==> src/rtl/rxps_pkg.sv <==
package rxps_pkg;

    typedef enum logic [1:0] {
        LEN_SHORT = 2'd0,
        LEN_FULL  = 2'd1,
        LEN_TYPE  = 2'd2
    } len_kind_e;

    function automatic len_kind_e classify_len(input logic [15:0] word,
                                               input int unsigned min_pl,
                                               input int unsigned max_len);
        if (32'(word) > max_len)      return LEN_TYPE;
        else if (32'(word) < min_pl)  return LEN_SHORT;
        else                          return LEN_FULL;
    endfunction

endpackage

==> src/rtl/rxps_pos_cnt.sv <==
module rxps_pos_cnt #(
    parameter int unsigned CNT_W = 11
) (
    input  logic             clk,
    input  logic             rst_n,
    input  logic             in_valid,
    input  logic             in_sof,
    output logic [CNT_W-1:0] idx
);
    typedef struct packed {
        logic [CNT_W-1:0] pos;
    } cnt_st_t;

    cnt_st_t st_d, st_q;

    always_comb begin
        st_d = st_q;
        idx  = in_sof ? '0 : st_q.pos;
        if (in_valid) begin
            if (idx != {CNT_W{1'b1}}) st_d.pos = idx + 1'b1;
            else                      st_d.pos = idx;
        end
    end

    always_ff @(posedge clk or negedge rst_n) begin
        if (!rst_n) st_q <= '0;
        else        st_q <= st_d;
    end

    p_sof_restart_r10: assert property (@(posedge clk) disable iff (!rst_n)
        in_valid && in_sof |=> st_q.pos == CNT_W'(1));

    p_idle_hold_r10: assert property (@(posedge clk) disable iff (!rst_n)
        !in_valid |=> $stable(st_q.pos));

endmodule

==> src/rtl/rxps_len_track.sv <==
module rxps_len_track
    import rxps_pkg::*;
#(
    parameter int unsigned CNT_W       = 11,
    parameter int unsigned HDR_BYTES   = 14,
    parameter int unsigned MIN_PAYLOAD = 46,
    parameter int unsigned MAX_LEN     = 1500
) (
    input  logic             clk,
    input  logic             rst_n,
    input  logic             in_valid,
    input  logic             in_sof,
    input  logic [7:0]       in_data,
    input  logic [CNT_W-1:0] idx,
    input  logic             en_frame,
    output logic             strip_act,
    output logic [CNT_W-1:0] last_idx
);
    localparam logic [CNT_W-1:0] MSB_POS = CNT_W'(HDR_BYTES - 2);
    localparam logic [CNT_W-1:0] LSB_POS = CNT_W'(HDR_BYTES - 1);

    typedef struct packed {
        logic [7:0]       msb;
        logic             strip;
        logic [CNT_W-1:0] last;
    } len_st_t;

    len_st_t st_d, st_q;

    logic [15:0]      len_word;
    len_kind_e        kind;
    logic             at_len;
    logic             strip_now;
    logic [CNT_W-1:0] last_now;

    always_comb begin
        st_d      = st_q;
        len_word  = {st_q.msb, in_data};
        kind      = classify_len(len_word, MIN_PAYLOAD, MAX_LEN);
        at_len    = in_valid && !in_sof && (idx == LSB_POS);
        strip_now = en_frame && (kind == LEN_SHORT);
        last_now  = LSB_POS + CNT_W'(len_word);

        if (at_len) begin
            strip_act = strip_now;
            last_idx  = last_now;
        end else begin
            strip_act = in_sof ? 1'b0 : st_q.strip;
            last_idx  = st_q.last;
        end

        if (in_valid) begin
            if (in_sof) begin
                st_d.strip = 1'b0;
                st_d.last  = '0;
            end
            if (!in_sof && idx == MSB_POS) st_d.msb = in_data;
            if (at_len) begin
                st_d.strip = strip_now;
                st_d.last  = last_now;
            end
        end
    end

    always_ff @(posedge clk or negedge rst_n) begin
        if (!rst_n) st_q <= '0;
        else        st_q <= st_d;
    end

    p_last_bound_r3: assert property (@(posedge clk) disable iff (!rst_n)
        st_q.strip |-> st_q.last < CNT_W'(HDR_BYTES + MIN_PAYLOAD - 1));

    p_sof_clears_r2: assert property (@(posedge clk) disable iff (!rst_n)
        in_valid && in_sof |=> !st_q.strip);

endmodule

==> src/rtl/rx_pad_strip.sv <==
module rx_pad_strip #(
    parameter int unsigned DATA_W      = 8,
    parameter int unsigned HDR_BYTES   = 14,
    parameter int unsigned MIN_PAYLOAD = 46,
    parameter int unsigned MAX_LEN     = 1500,
    parameter int unsigned CNT_W       = 11
) (
    input  logic              clk,
    input  logic              rst_n,
    input  logic              strip_en,
    input  logic              in_valid,
    input  logic [DATA_W-1:0] in_data,
    input  logic              in_sof,
    input  logic              in_eof,
    output logic              out_valid,
    output logic [DATA_W-1:0] out_data,
    output logic              out_sof,
    output logic              out_eof,
    output logic              out_err
);
    localparam logic [CNT_W-1:0] LSB_POS = CNT_W'(HDR_BYTES - 1);

    typedef struct packed {
        logic              en;
        logic              drop;
        logic              vld;
        logic [DATA_W-1:0] data;
        logic              sof;
        logic              eof;
        logic              err;
    } top_st_t;

    top_st_t st_d, st_q;

    logic [CNT_W-1:0] idx;
    logic             strip_act;
    logic [CNT_W-1:0] last_idx;
    logic             en_frame;
    logic             fwd;
    logic             mark;
    logic             early_end;

    assign en_frame = in_sof ? strip_en : st_q.en;

    rxps_pos_cnt #(.CNT_W(CNT_W)) pos_i (
        .clk      (clk),
        .rst_n    (rst_n),
        .in_valid (in_valid),
        .in_sof   (in_sof),
        .idx      (idx)
    );

    rxps_len_track #(
        .CNT_W       (CNT_W),
        .HDR_BYTES   (HDR_BYTES),
        .MIN_PAYLOAD (MIN_PAYLOAD),
        .MAX_LEN     (MAX_LEN)
    ) len_i (
        .clk       (clk),
        .rst_n     (rst_n),
        .in_valid  (in_valid),
        .in_sof    (in_sof),
        .in_data   (in_data[7:0]),
        .idx       (idx),
        .en_frame  (en_frame),
        .strip_act (strip_act),
        .last_idx  (last_idx)
    );

    always_comb begin
        st_d      = st_q;
        fwd       = in_valid && (in_sof || !st_q.drop);
        mark      = in_eof || (strip_act && idx == last_idx);
        early_end = en_frame && ((idx < LSB_POS) || (strip_act && idx < last_idx));

        st_d.vld  = fwd;
        st_d.data = fwd ? in_data : st_q.data;
        st_d.sof  = fwd && in_sof;
        st_d.eof  = fwd && mark;
        st_d.err  = fwd && in_eof && early_end;

        if (in_valid) begin
            st_d.en = en_frame;
            if (in_eof)           st_d.drop = 1'b0;
            else if (fwd && mark) st_d.drop = 1'b1;
            else if (in_sof)      st_d.drop = 1'b0;
        end
    end

    always_ff @(posedge clk or negedge rst_n) begin
        if (!rst_n) st_q <= '0;
        else        st_q <= st_d;
    end

    assign out_valid = st_q.vld;
    assign out_data  = st_q.data;
    assign out_sof   = st_q.sof;
    assign out_eof   = st_q.eof;
    assign out_err   = st_q.err;

    p_drop_silent_r3: assert property (@(posedge clk) disable iff (!rst_n)
        st_q.drop && in_valid && !in_sof |=> !out_valid);

    p_off_pass_r1: assert property (@(posedge clk) disable iff (!rst_n)
        in_valid && !en_frame |=> out_valid && out_data == $past(in_data)
                                  && out_eof == $past(in_eof) && !out_err);

    p_err_on_eof_r8: assert property (@(posedge clk) disable iff (!rst_n)
        out_err |-> out_valid && out_eof);

    p_sof_latency_r9: assert property (@(posedge clk) disable iff (!rst_n)
        in_valid && in_sof |=> out_valid && out_sof && out_data == $past(in_data));

    p_idle_quiet_r10: assert property (@(posedge clk) disable iff (!rst_n)
        !in_valid |=> !out_valid);

endmodule

==> config.mk <==
export PLATFORM = sky130hd
export DESIGN_NAME = rx_pad_strip
export DESIGN_NICKNAME = d
export VERILOG_FILES = /design/src/rtl/rxps_pkg.sv /design/src/rtl/rxps_pos_cnt.sv /design/src/rtl/rxps_len_track.sv /design/src/rtl/rx_pad_strip.sv
export SDC_FILE = /design/constraint.sdc
export NUM_CORES = 1
export LEC_CHECK = 0
export BUFFER_PORTS_ARGS = -buffer_cell sky130_fd_sc_hd__buf_2
export CORE_ASPECT_RATIO = 1.25
export CORE_MARGIN = 2
export CORE_UTILIZATION = 40
export CTS_CLUSTER_SIZE = 20
export DETAILED_ROUTE_END_ITERATION = 16
export HOLD_SLACK_MARGIN = 0.06
export PLACE_DENSITY = 0.59
export SLEW_MARGIN = 0
export SYNTH_ARGS = -nofsm -noshare
export SYNTH_HDL_FRONTEND = slang
export SYNTH_SLANG_ARGS = --single-unit
==> constraint.sdc <==
create_clock -name clk -period 3.95 [get_ports clk]
set_clock_uncertainty 0.05 [all_clocks]
set_input_delay 0.395 -clock clk [delete_from_list [all_inputs] [get_ports clk]]
set_output_delay 0.395 -clock clk [all_outputs]
set_load 0.03 [all_outputs]
==> summary.md <==
| Metric | Value |
|---|---|
| Slowest-stage cell, CP | `dfrtp_1` |
| Setup_tns | `0 ns` |
| Clock sink total | `45` |
| Nets | `312` |
| Post-synth net total | `299` |
| Die width | `78.59 µm` |
| Gr usage total | `16.41%` |
| # Max-Cap Violations | `0` |
| Relative slew slack | `32.60%` |
| Vias | `1,985` |
| Top FF cell, synth | `dfrtp_1` |
| Minimum clock period after layout | `3.032 ns` |
| Post-synthesis compound-gate area fraction | `13.09%` |
| Crit path kind | `register to register` |
| Largest family of logic cells by synthesized area | `simple AND/OR/NAND/NOR gates` |
| Crit path DAT | `3.19 ns` |
| Aggregate global routing overflow | `0` |
| Latest clock arrival within the worst-skew pair | `0.30 ns` |
| IO Pins | `26` |
| DR vias/cell | `5.322` |
| CP max FO | `11` |
| Peak supply drop | `0.0002014 V` |
| Largest net degree at the start of global routing | `46` |
| Syn Area/Cell | `10.34 µm²` |
| Final RePlAce weighted congestion | `0.8502` |
| Core Footprint | `6849 µm²` |
| Setup Viol. Count Final | `0` |
| FP Rows | `34` |
| Tightest Pin Transition | `1.011 ns` |
| Vias in the first global route | `2,034` |
| Post-CTS Setup Bufs | `0` |
| Final wirelength | `5.818 mm` |
| Share of cells above drive strength 1 | `20.85%` |
| TritonCTS clock tree | `yes` |
| Die Height | `97.23 µm` |
| Clock transition at the registers of the reported paths | `0.09 ns` |
| CTS Hold Bufs | `0` |
| Worst stage delay on the critical path | `0.39 ns` |
| Synthesized-area fraction occupied by adder cells | `7.197%` |
| Tot Pwr | `0.0009483 W` |
| DRT antenna net count | `0` |
| CP Capture Type | `register` |
| Post_cts resized | `0` |
| Unique masters post-synth | `49` |
| Synth Warn # | `0` |
| Outcome | `finished clean` |
| Cells after synthesis | `269` |
| Asr flop ratio synth | `100.0%` |
| Final design utilization | `43.81%` |
| Final HPWL DP | `4.334 mm` |
| Seq/Total Area, Yosys | `40.49%` |
| DRC Markers | `0` |
| Final Hold Vio Count | `0` |
| Depth of the CTS H-tree | `2` |
| Clk root buf | `clkbuf_8` |
| Post-synth EDFFs | `0` |
| Critical path launch point type | `register` |
| Crit path required time | `4.11 ns` |
| Area delta synth->final | `7.872%` |
| Worst min-delay path category | `input pin to asynchronous set/reset pin` |
| #FFs+latches synth | `45` |
| RSZ-0062 raised after global routing | `false` |
| CTS buffer count | `5` |
| CP cell instances | `nor2b_1, ha_1, and4b_1, nand4_1, a21oi_1, a21oi_1, ha_1, a21oi_1, a21boi_0, o31a_1, o31ai_1` |
| Mux contribution to synthesized area | `10.26%` |
| Area after DPL | `2914 µm²` |
| Post-Syn Area | `2781 µm²` |
| Drt pass-1 iters | `4` |
| Pwr/cell area | `316.1 nW/µm²` |
| Initial antenna violation count | `0` |
| Port Buffer Count | `25` |
| Drt wl/cell | `15.60 µm` |
| Fmax | `329.9 MHz` |
| Initial Utilization | `40.61%` |
| First-pass GRT wire length | `9.922 mm` |
| DR iter-0 viols | `81` |
| Longest Clk Path Bufs | `2` |
| Antenna cells | `0` |
| Final instance area | `3000 µm²` |
| Top cell by count, worst path | `a21oi_1` |
| Tcrit/Tclk final | `76.75%` |
| Die Area | `7641 µm²` |
| Xor and xnor fraction of the mapped netlist area | `4.094%` |
| Synth Area in Simple Gates | `18.94%` |
| P_leak | `1.462 nW` |
| Final-report max-slew violation count | `0` |
## power breakdown
group | internal (W) | leakage [nW] | total (W) | switching, W
combinational | 0.0000616 | 0.820 | 0.000159 | 0.0000978
clock | 0.000122 | 0.0439 | 0.000285 | 0.000163
sequential | 0.000484 | 0.599 | 0.000503 | 0.0000196
total | 0.000668 | 1.46 | 0.000948 | 0.000280
## sequential cells by signal (all words and copies together), names as in the netlist, 2 cells and up
register        flops
pos_i.st_q         11
len_i.len_word      8
len_i.st_q         12
st_q                2
out_data            8
## cells by family (layout without fill, tap and decap cells)
kind of cell               after synthesis  after routing
DFF                                     45             45
xor gates and xnor gates                13             13
and+or+nand+nor                         85             85
AOI/OAI and AO/OA                       52             52
buffers and inverters                   32             46
muxes                                   26             26
adders and majority gates               16             16
## stage by stage
step,hold slack (ns),worst slack [ns],instances
6_report,0.2200,0.9184,373
5_1_grt,0.3000,0.6275,373
4_1_cts,0.2525,0.9257,373
3_5_place_dp,0.4206,0.7296,365
3_3_place_gp,0.4086,0.8227,365
2_1_floorplan,0.04941,1.050,269
## cells in the mapped netlist (all sizes together), types with 2 or more instances
library cell,n,area (µm²)
a211oi,3,22.52
a21boi,2,18.77
a21o,6,45.04
a21oi,10,50.05
a22o,8,70.07
and2,2,12.51
and3,4,25.02
and4,2,17.52
and4b,2,20.02
buf,14,97.58
clkbuf,8,30.03
dfrtp,45,1126
ha,16,200.2
inv,10,37.54
mux2,17,195.2
mux2i,9,90.09
nand2,19,71.32
nand2b,7,43.79
nand3,7,35.03
nand3b,2,27.53
nand4,9,71.32
nor2,10,37.54
nor2b,11,68.82
nor3,3,15.01
nor4,4,55.05
o211ai,3,22.52
o21a,2,15.01
o21ai,9,45.04
o31ai,2,15.01
xnor2,8,70.07
xor2,5,43.79
## per-layer routing
metal / routed length [µm] / vias up / GRT usage [%] / share of wire [%]
li1: - / 983 / - / -
met2: 2925 / 29 / 27.15 / 50
met1: 2568 / 962 / 21.29 / 44
met4: 148 / 0 / 6.478 / 2.5
met3: 176 / 11 / 2.602 / 3.0
met5: 0 / - / 0 / 0
## cell type report
cell class,instances,area (µm²)
clock buffer,5,68.82
tap,90,112.6
timing repair buffer,28,147.6
multi-input combinational,192,1490
fill,673,3849
sequential,45,1126
inverter,10,37.54
clock inverter,3,17.52
## cells in the final DEF, fill, tap and decap left out, types with 4 or more instances in the layout
cell type / synthesis / layout
dfrtp_1: 45 / 45
buf_2: 3 / 25
nand2_1: 19 / 19
mux2_2: 16 / 16
ha_1: 16 / 16
nor2b_1: 11 / 11
inv_1: 10 / 10
nor2_1: 10 / 10
a21oi_1: 10 / 10
o21ai_0: 9 / 9
mux2i_1: 9 / 9
nand4_1: 8 / 8
xnor2_1: 8 / 8
a22o_1: 8 / 8
nand2b_1: 7 / 7
nand3_1: 7 / 7
a21o_1: 6 / 6
xor2_1: 5 / 5
clkbuf_8: 0 / 5
and3_1: 4 / 4
## final timing paths
kind | cells after the start | end | startpoint | slack (ns)
max | 11 | out_err | pos_i.st_q[0] | 0.92
min | 1 | len_i.st_q[6] | rst_n | 0.22
max reg2reg | 11 | out_err | pos_i.st_q[0] | 0.92
min reg2reg | 1 | len_i.st_q[3] | len_i.st_q[3] | 0.44
max in group asynchronous | 1 | st_q[12] | rst_n | 3.01
min in group clk | 2 | st_q[13] | strip_en | 0.31
## critical path, delay by kind of cell, from the launching register on
family | cells | cell delay (ns)
adder cells (fa/ha/maj) | 2 | 0.53
flip-flops | 1 | 0.39
AND/OR/NAND/NOR | 3 | 0.85
AO/OA/AOI/OAI | 6 | 1.12
Power figures use the tool's default switching activity.
